[src/rtl/pipe_seq_pkg.sv]
package pipe_seq_pkg;

  typedef enum logic [2:0] {
    BS_IDLE  = 3'd0,
    BS_ADDR  = 3'd1,
    BS_DATA  = 3'd2,
    BS_PADDR = 3'd3,
    BS_PDATA = 3'd4
  } bus_state_e;

  // address has been stable for a full state and only one cycle is queued
  function automatic logic pipe_window(bus_state_e s);
    return (s == BS_DATA) || (s == BS_PADDR);
  endfunction

  function automatic logic ack_window(bus_state_e s);
    return (s == BS_DATA) || (s == BS_PDATA);
  endfunction

endpackage

[src/rtl/pipe_phase_gen.sv]
module pipe_phase_gen (
  input  logic clk_i,
  input  logic rst_ni,
  output logic ph2_o
);

  logic ph2_q;

  always_ff @(posedge clk_i or negedge rst_ni) begin
    if (!rst_ni) ph2_q <= 1'b0;
    else         ph2_q <= ~ph2_q;
  end

  assign ph2_o = ph2_q;

endmodule

[src/rtl/pipe_req_slot.sv]
module pipe_req_slot #(
  parameter int unsigned WIDTH = 8
) (
  input  logic             clk_i,
  input  logic             rst_ni,
  input  logic             in_valid_i,
  input  logic [WIDTH-1:0] in_data_i,
  output logic             in_ready_o,
  input  logic             take_i,
  output logic             full_o,
  output logic [WIDTH-1:0] data_o
);

  logic             full_q;
  logic [WIDTH-1:0] data_q;

  always_ff @(posedge clk_i or negedge rst_ni) begin
    if (!rst_ni) begin
      full_q <= 1'b0;
      data_q <= '0;
    end else if (in_valid_i && !full_q) begin
      full_q <= 1'b1;
      data_q <= in_data_i;
    end else if (take_i) begin
      full_q <= 1'b0;
    end
  end

  assign in_ready_o = ~full_q;
  assign full_o     = full_q;
  assign data_o     = data_q;

endmodule

[src/rtl/pipe_bus_fsm.sv]
module pipe_bus_fsm
  import pipe_seq_pkg::*;
(
  input  logic       clk_i,
  input  logic       rst_ni,
  input  logic       ph2_i,
  input  logic       pipe_ok_i,
  input  logic       ack_i,
  input  logic       pend_i,
  output bus_state_e state_o,
  output logic       launch_o,
  output logic       start_o,
  output logic       cyc_end_o
);

  bus_state_e state_q, state_d;
  logic       pipe_hit_q;
  logic       launch, start, cyc_end;

  always_comb begin
    state_d = state_q;
    launch  = 1'b0;
    start   = 1'b0;
    cyc_end = 1'b0;
    if (ph2_i) begin
      unique case (state_q)
        BS_IDLE: begin
          if (pend_i) begin
            state_d = BS_ADDR;
            launch  = 1'b1;
            start   = 1'b1;
          end
        end
        BS_ADDR: state_d = BS_DATA;
        BS_DATA: begin
          if (ack_i) begin
            cyc_end = 1'b1;
            if (pend_i) begin
              state_d = BS_ADDR;
              launch  = 1'b1;
              start   = 1'b1;
            end else begin
              state_d = BS_IDLE;
            end
          end else if (pipe_hit_q && pend_i) begin
            state_d = BS_PDATA;
            launch  = 1'b1;
          end
        end
        BS_PADDR: begin
          if (pipe_hit_q && pend_i) begin
            state_d = BS_PDATA;
            launch  = 1'b1;
          end else begin
            state_d = BS_DATA;
          end
        end
        BS_PDATA: begin
          if (ack_i) begin
            cyc_end = 1'b1;
            start   = 1'b1;
            state_d = BS_PADDR;
          end
        end
        default: state_d = BS_IDLE;
      endcase
    end
  end

  always_ff @(posedge clk_i or negedge rst_ni) begin
    if (!rst_ni) begin
      state_q    <= BS_IDLE;
      pipe_hit_q <= 1'b0;
    end else begin
      state_q <= state_d;
      // sticky within one cycle, sampled at end of phase one only
      if (cyc_end)
        pipe_hit_q <= 1'b0;
      else if (!ph2_i && pipe_window(state_q) && pipe_ok_i)
        pipe_hit_q <= 1'b1;
    end
  end

  assign state_o   = state_q;
  assign launch_o  = launch;
  assign start_o   = start;
  assign cyc_end_o = cyc_end;

endmodule

[src/rtl/pipe_bus_seq.sv]
module pipe_bus_seq
  import pipe_seq_pkg::*;
#(
  parameter int unsigned ADDR_W = 30,
  parameter int unsigned DATA_W = 32
) (
  input  logic                clk_i,
  input  logic                rst_ni,
  input  logic                req_valid_i,
  output logic                req_ready_o,
  input  logic [ADDR_W-1:0]   req_addr_i,
  input  logic [DATA_W/8-1:0] req_be_i,
  input  logic                req_wr_i,
  input  logic [DATA_W-1:0]   req_wdata_i,
  input  logic                pipe_ok_i,
  input  logic                ack_i,
  input  logic [DATA_W-1:0]   data_i,
  output logic [ADDR_W-1:0]   addr_o,
  output logic [DATA_W/8-1:0] be_o,
  output logic                wr_o,
  output logic [DATA_W-1:0]   data_o,
  output logic                data_oe_o,
  output logic [2:0]          state_o,
  output logic                done_o,
  output logic [DATA_W-1:0]   rdata_o
);

  localparam int unsigned BE_W   = DATA_W / 8;
  localparam int unsigned SLOT_W = ADDR_W + BE_W + 1 + DATA_W;

  logic              ph2;
  logic              slot_full;
  logic [SLOT_W-1:0] slot_q;
  logic              launch, start, cyc_end;
  bus_state_e        state;

  logic [ADDR_W-1:0] s_addr;
  logic [BE_W-1:0]   s_be;
  logic              s_wr;
  logic [DATA_W-1:0] s_wdata;

  // address stage: what the address pins show
  logic [ADDR_W-1:0] a_addr_q;
  logic [BE_W-1:0]   a_be_q;
  logic              a_wr_q;
  logic [DATA_W-1:0] a_wdata_q;
  // data stage: the cycle whose data phase is running
  logic              d_wr_q;
  logic [DATA_W-1:0] d_wdata_q;
  logic              done_q;
  logic [DATA_W-1:0] rdata_q;

  pipe_phase_gen u_phase (
    .clk_i  (clk_i),
    .rst_ni (rst_ni),
    .ph2_o  (ph2)
  );

  pipe_req_slot #(.WIDTH(SLOT_W)) u_slot (
    .clk_i      (clk_i),
    .rst_ni     (rst_ni),
    .in_valid_i (req_valid_i),
    .in_data_i  ({req_addr_i, req_be_i, req_wr_i, req_wdata_i}),
    .in_ready_o (req_ready_o),
    .take_i     (launch),
    .full_o     (slot_full),
    .data_o     (slot_q)
  );

  pipe_bus_fsm u_fsm (
    .clk_i     (clk_i),
    .rst_ni    (rst_ni),
    .ph2_i     (ph2),
    .pipe_ok_i (pipe_ok_i),
    .ack_i     (ack_i),
    .pend_i    (slot_full),
    .state_o   (state),
    .launch_o  (launch),
    .start_o   (start),
    .cyc_end_o (cyc_end)
  );

  assign {s_addr, s_be, s_wr, s_wdata} = slot_q;

  always_ff @(posedge clk_i or negedge rst_ni) begin
    if (!rst_ni) begin
      a_addr_q  <= '0;
      a_be_q    <= '0;
      a_wr_q    <= 1'b0;
      a_wdata_q <= '0;
    end else if (launch) begin
      a_addr_q  <= s_addr;
      a_be_q    <= s_be;
      a_wr_q    <= s_wr;
      a_wdata_q <= s_wdata;
    end
  end

  always_ff @(posedge clk_i or negedge rst_ni) begin
    if (!rst_ni) begin
      d_wr_q    <= 1'b0;
      d_wdata_q <= '0;
    end else if (start) begin
      // non-pipelined start loads straight from the slot
      d_wr_q    <= launch ? s_wr    : a_wr_q;
      d_wdata_q <= launch ? s_wdata : a_wdata_q;
    end
  end

  always_ff @(posedge clk_i or negedge rst_ni) begin
    if (!rst_ni) begin
      done_q  <= 1'b0;
      rdata_q <= '0;
    end else begin
      done_q <= cyc_end;
      if (cyc_end && !d_wr_q) rdata_q <= data_i;
    end
  end

  assign addr_o    = a_addr_q;
  assign be_o      = a_be_q;
  assign wr_o      = a_wr_q;
  assign data_o    = d_wdata_q;
  assign data_oe_o = d_wr_q && (ack_window(state) ||
                                (ph2 && (state == BS_ADDR || state == BS_PADDR)));
  assign state_o   = state;
  assign done_o    = done_q;
  assign rdata_o   = rdata_q;

endmodule

[config.mk]
export PLATFORM = sky130hd
export DESIGN_NAME = pipe_bus_seq
export DESIGN_NICKNAME = d
export VERILOG_FILES = /design/src/rtl/pipe_seq_pkg.sv /design/src/rtl/pipe_phase_gen.sv /design/src/rtl/pipe_req_slot.sv /design/src/rtl/pipe_bus_fsm.sv /design/src/rtl/pipe_bus_seq.sv
export SDC_FILE = /design/constraint.sdc
export NUM_CORES = 1
export LEC_CHECK = 0
export BUFFER_PORTS_ARGS = -buffer_cell sky130_fd_sc_hd__buf_2
export CORE_MARGIN = 2
export CORE_UTILIZATION = 45
export CTS_CLUSTER_SIZE = 25
export DETAILED_ROUTE_END_ITERATION = 8
export GPL_ROUTABILITY_DRIVEN = 0
export GPL_TIMING_DRIVEN = 0
export PLACE_DENSITY_LB_ADDON = 0.12
export SETUP_SLACK_MARGIN = 0.4
export SLEW_MARGIN = 10
export SYNTH_ARGS = -nofsm -noshare
export SYNTH_HDL_FRONTEND = slang
export SYNTH_SLANG_ARGS = --single-unit
export TNS_END_PERCENT = 5
[constraint.sdc]
create_clock -name clk_i -period 2.4 [get_ports clk_i]
set_input_delay 0.36 -clock clk_i [delete_from_list [all_inputs] [get_ports clk_i]]
set_output_delay 0.36 -clock clk_i [all_outputs]
set_load 0.01 [all_outputs]
==> metrics.cfg <==
[yosys]
synth_cells=465
yosysWarnings=0
synthFlopType=dfrtp_1
synth_top_cell_by_area=dfrtp_1
synth_area_leaders=dfrtp_1, mux2_2, mux2_4
synth_nets=569
ys_seq_area_share_pct=65.6
synth_async_sr_flop_share_pct=100
syn_area_sq_um=7860
synth_seq_cells=206
synthTopCellsByCount=dfrtp_1, mux2_2, mux2_4
synth_edf_count=0
synth_top_area_share_pct=65.6
postSynthAreaPerCell_sq_um=16.9
synth.most_common_cell=dfrtp_1
synth_cell_type_count=28

[route]
drtAntennaViolNets=0
vias_per_cell=4.91
wl_per_cell_um=17.1
post-route-drc-count=0
via_count=4634
detailedRoute.firstPassIterationCount=4
dr.first_iter.drc_count=160
finalWirelength_mm=16.1

[critical_path]
path_class=flop to flop
crit_fanout=7
reg2reg_depth=6
crit_arrival_ns=2.35
cp-start-kind=flop
crit_chain=buf_6 -> or3_4 -> a211oi_4 -> buf_12 -> clkbuf_16 -> mux2_2
slowest_delay_ns=0.42
crit_required_ns=2.78
end_kind=flop
slowest_stage=dfrtp_1

[pwr]
cellPowerDensity_nw_per_um2=1560
max-vdd-ir-drop_mv=0.772
power.total_mw=15.7
p_leak_nw=4.73

[min_path]
min_path_cells=2
hp-class=input port to flop

[cts]
h-tree-depth=1
clock_sinks=206
cts_buffer_depth=3
cts_root_buffer=clkbuf_16
tritoncts=yes
cts.reportedPaths.clkPinSlew_ns=0.06
clk-insertion-delay-late_ns=0.49
cts-buffers-inserted=22

[placed_design]
dpl.hpwl_mm=11.2
place_inst=899
port_buffers=208

[final_layout]
regArea_sq_um=5160
multi_input_area_sq_um=2530
fin_cells=943
drive_above_1_share_pct=65.9
num-fill-cells=1384
num_antenna_cells=0
area_delta_synth_final_pct=27.9
fin_util_pct=58.5
fin_nets=809

[floorplanning]
start_util_pct=45.7
core_sq_um=17200
die_x_um=136
dieArea_sq_um=18500
io_pins=209
die_h_um=136
rows=48

[grt]
grt_pass1_wl_mm=24.6
grt.total_usage_pct=16.9
overflow=0
first_global_vias=4811
antenna_found_initial=1
grt_max_degree=107

[timing]
grt_setup_unrepaired=true
slew-limit-headroom_pct=49.7
setup_violations=0
fin_worst_skew_ns=0.00760
fin_crit_ns=1.97
hold_violations=0
maxSlewViolCount=0
fmax_ghz=0.507
worstMarginPinSlew_ns=0.755
whs_ns=0.0788
period_share_pct=82.2

[run_status]
outcome=completed

[flow_run]
maxCapViolCount=0

[state kept, by name, indices dropped and copies added (netlist names)]
name,flops
done_o,1
d_wr_q,1
u_fsm.state_o,3
rdata_o,32
a_wdata_q,32
be_o,4
u_phase.ph2_o,1
u_fsm.pipe_hit_q,1
u_slot.full_o,1
wr_o,1
u_slot.data_o,67
data_o,32
addr_o,30
[metrics by stage]
step / cell area (sq um) / setup TNS [ns] / setup slack (ns)
final: 10000 / 0 / 0.427
after global routing: 10000 / 0 / 0.389
after CTS: 9930 / 0 / 0.311
after detailed placement: 9220 / -0.00307 / -0.00307
after global placement: 9180 / -459.00 / -2.24
after floorplan: 7860 / 0 / 0.414
[final timing paths]
kind / startpoint / to / slack (ns)
worst max-delay path: u_fsm.state_o[1]$_DFFE_PN0P_ / data_o[20]$_DFFE_PN0P_ / 0.43
worst min-delay path: req_valid_i / u_slot.full_o$_DFFE_PN0P_ / 0.08
worst max register to register: u_fsm.state_o[1]$_DFFE_PN0P_ / data_o[20]$_DFFE_PN0P_ / 0.43
worst min register to register: a_wdata_q[19]$_DFF_PN0_ / a_wdata_q[19]$_DFF_PN0_ / 0.49
max in group asynchronous: rst_ni / data_o[9]$_DFFE_PN0P_ / 0.95
min in group asynchronous: rst_ni / addr_o[14]$_DFFE_PN0P_ / 0.47
[cells in the final DEF, fill, tap and decap left out, drive strengths merged]
cell type,netlist,final
a41oi,1,1
nor3,1,1
xor2,1,1
o211a,1,1
a211oi,1,1
buf,18,231
nand2,5,5
nor2,6,6
dlygate4sd3,0,1
a21o,1,1
o32ai,1,1
nand3,1,1
mux2,199,199
dfrtp,206,206
clkbuf,5,39
and3,1,1
clkinv,0,4
o21ai,4,4
a31oi,1,1
clkinvlp,0,1
a21oi,1,1
inv,3,3
or3,1,1
nor2b,5,5
o21a,1,1
mux2i,1,1
[worst max-delay path: cells and delay by family (launching register included)]
kind / cells / cell delay (ns)
AND/OR/NAND/NOR: 1 / 0.34
AO/OA/AOI/OAI: 1 / 0.28
buffers and inverters: 3 / 0.48
flip-flops: 1 / 0.42
multiplexers: 1 / 0.32
[logic make-up (layout without fill, tap and decap cells)]
kind of cell | count (synthesis) | after routing | synth area share (%)
xor gates and xnor gates | 1 | 1 | 0.112
and+or+nand+nor | 20 | 20 | 1.34
muxes | 200 | 200 | 29.4
AOI/OAI and AO/OA | 12 | 12 | 1.24
DFF | 206 | 206 | 65.6
buffers and inverters | 26 | 279 | 2.26
[layer usage]
metal  up-vias  GRT usage (%)  share of wire, %
li1       2114              -                 -
met1      2336           20.5                40
met2       150           28.7                49
met3        32           5.03               8.4
met4         2           5.84               2.4
met5         -              0             0.099
[what timing repair did]
item                                    CTS  global route
endpoints found under the setup margin   90            63
resized for setup                         2            16
buffers inserted                          2             1
gates cloned                              0             3
hold endpoints to repair                100             0
pin swaps                                 1             2
hold buffers                              1             0
[power by group]
group / internal (mW) / switching [mW] / total [mW]
combinational: 3.75 / 2.68 / 6.43
sequential: 5.32 / 0.787 / 6.10
clock: 1.86 / 1.29 / 3.16
[cell type report]
cell class | instances | area share [%]
Buffer | 23 | 2.09
Clock buffer | 32 | 6.46
Clock inverter | 5 | 0.274
Inverter | 3 | 0.112
Multi-Input combinational cell | 233 | 25.2
Sequential cell | 206 | 51.3
Tap cell | 225 | 2.80
Timing Repair Buffer | 216 | 11.7
Power figures use the tool's default switching activity.
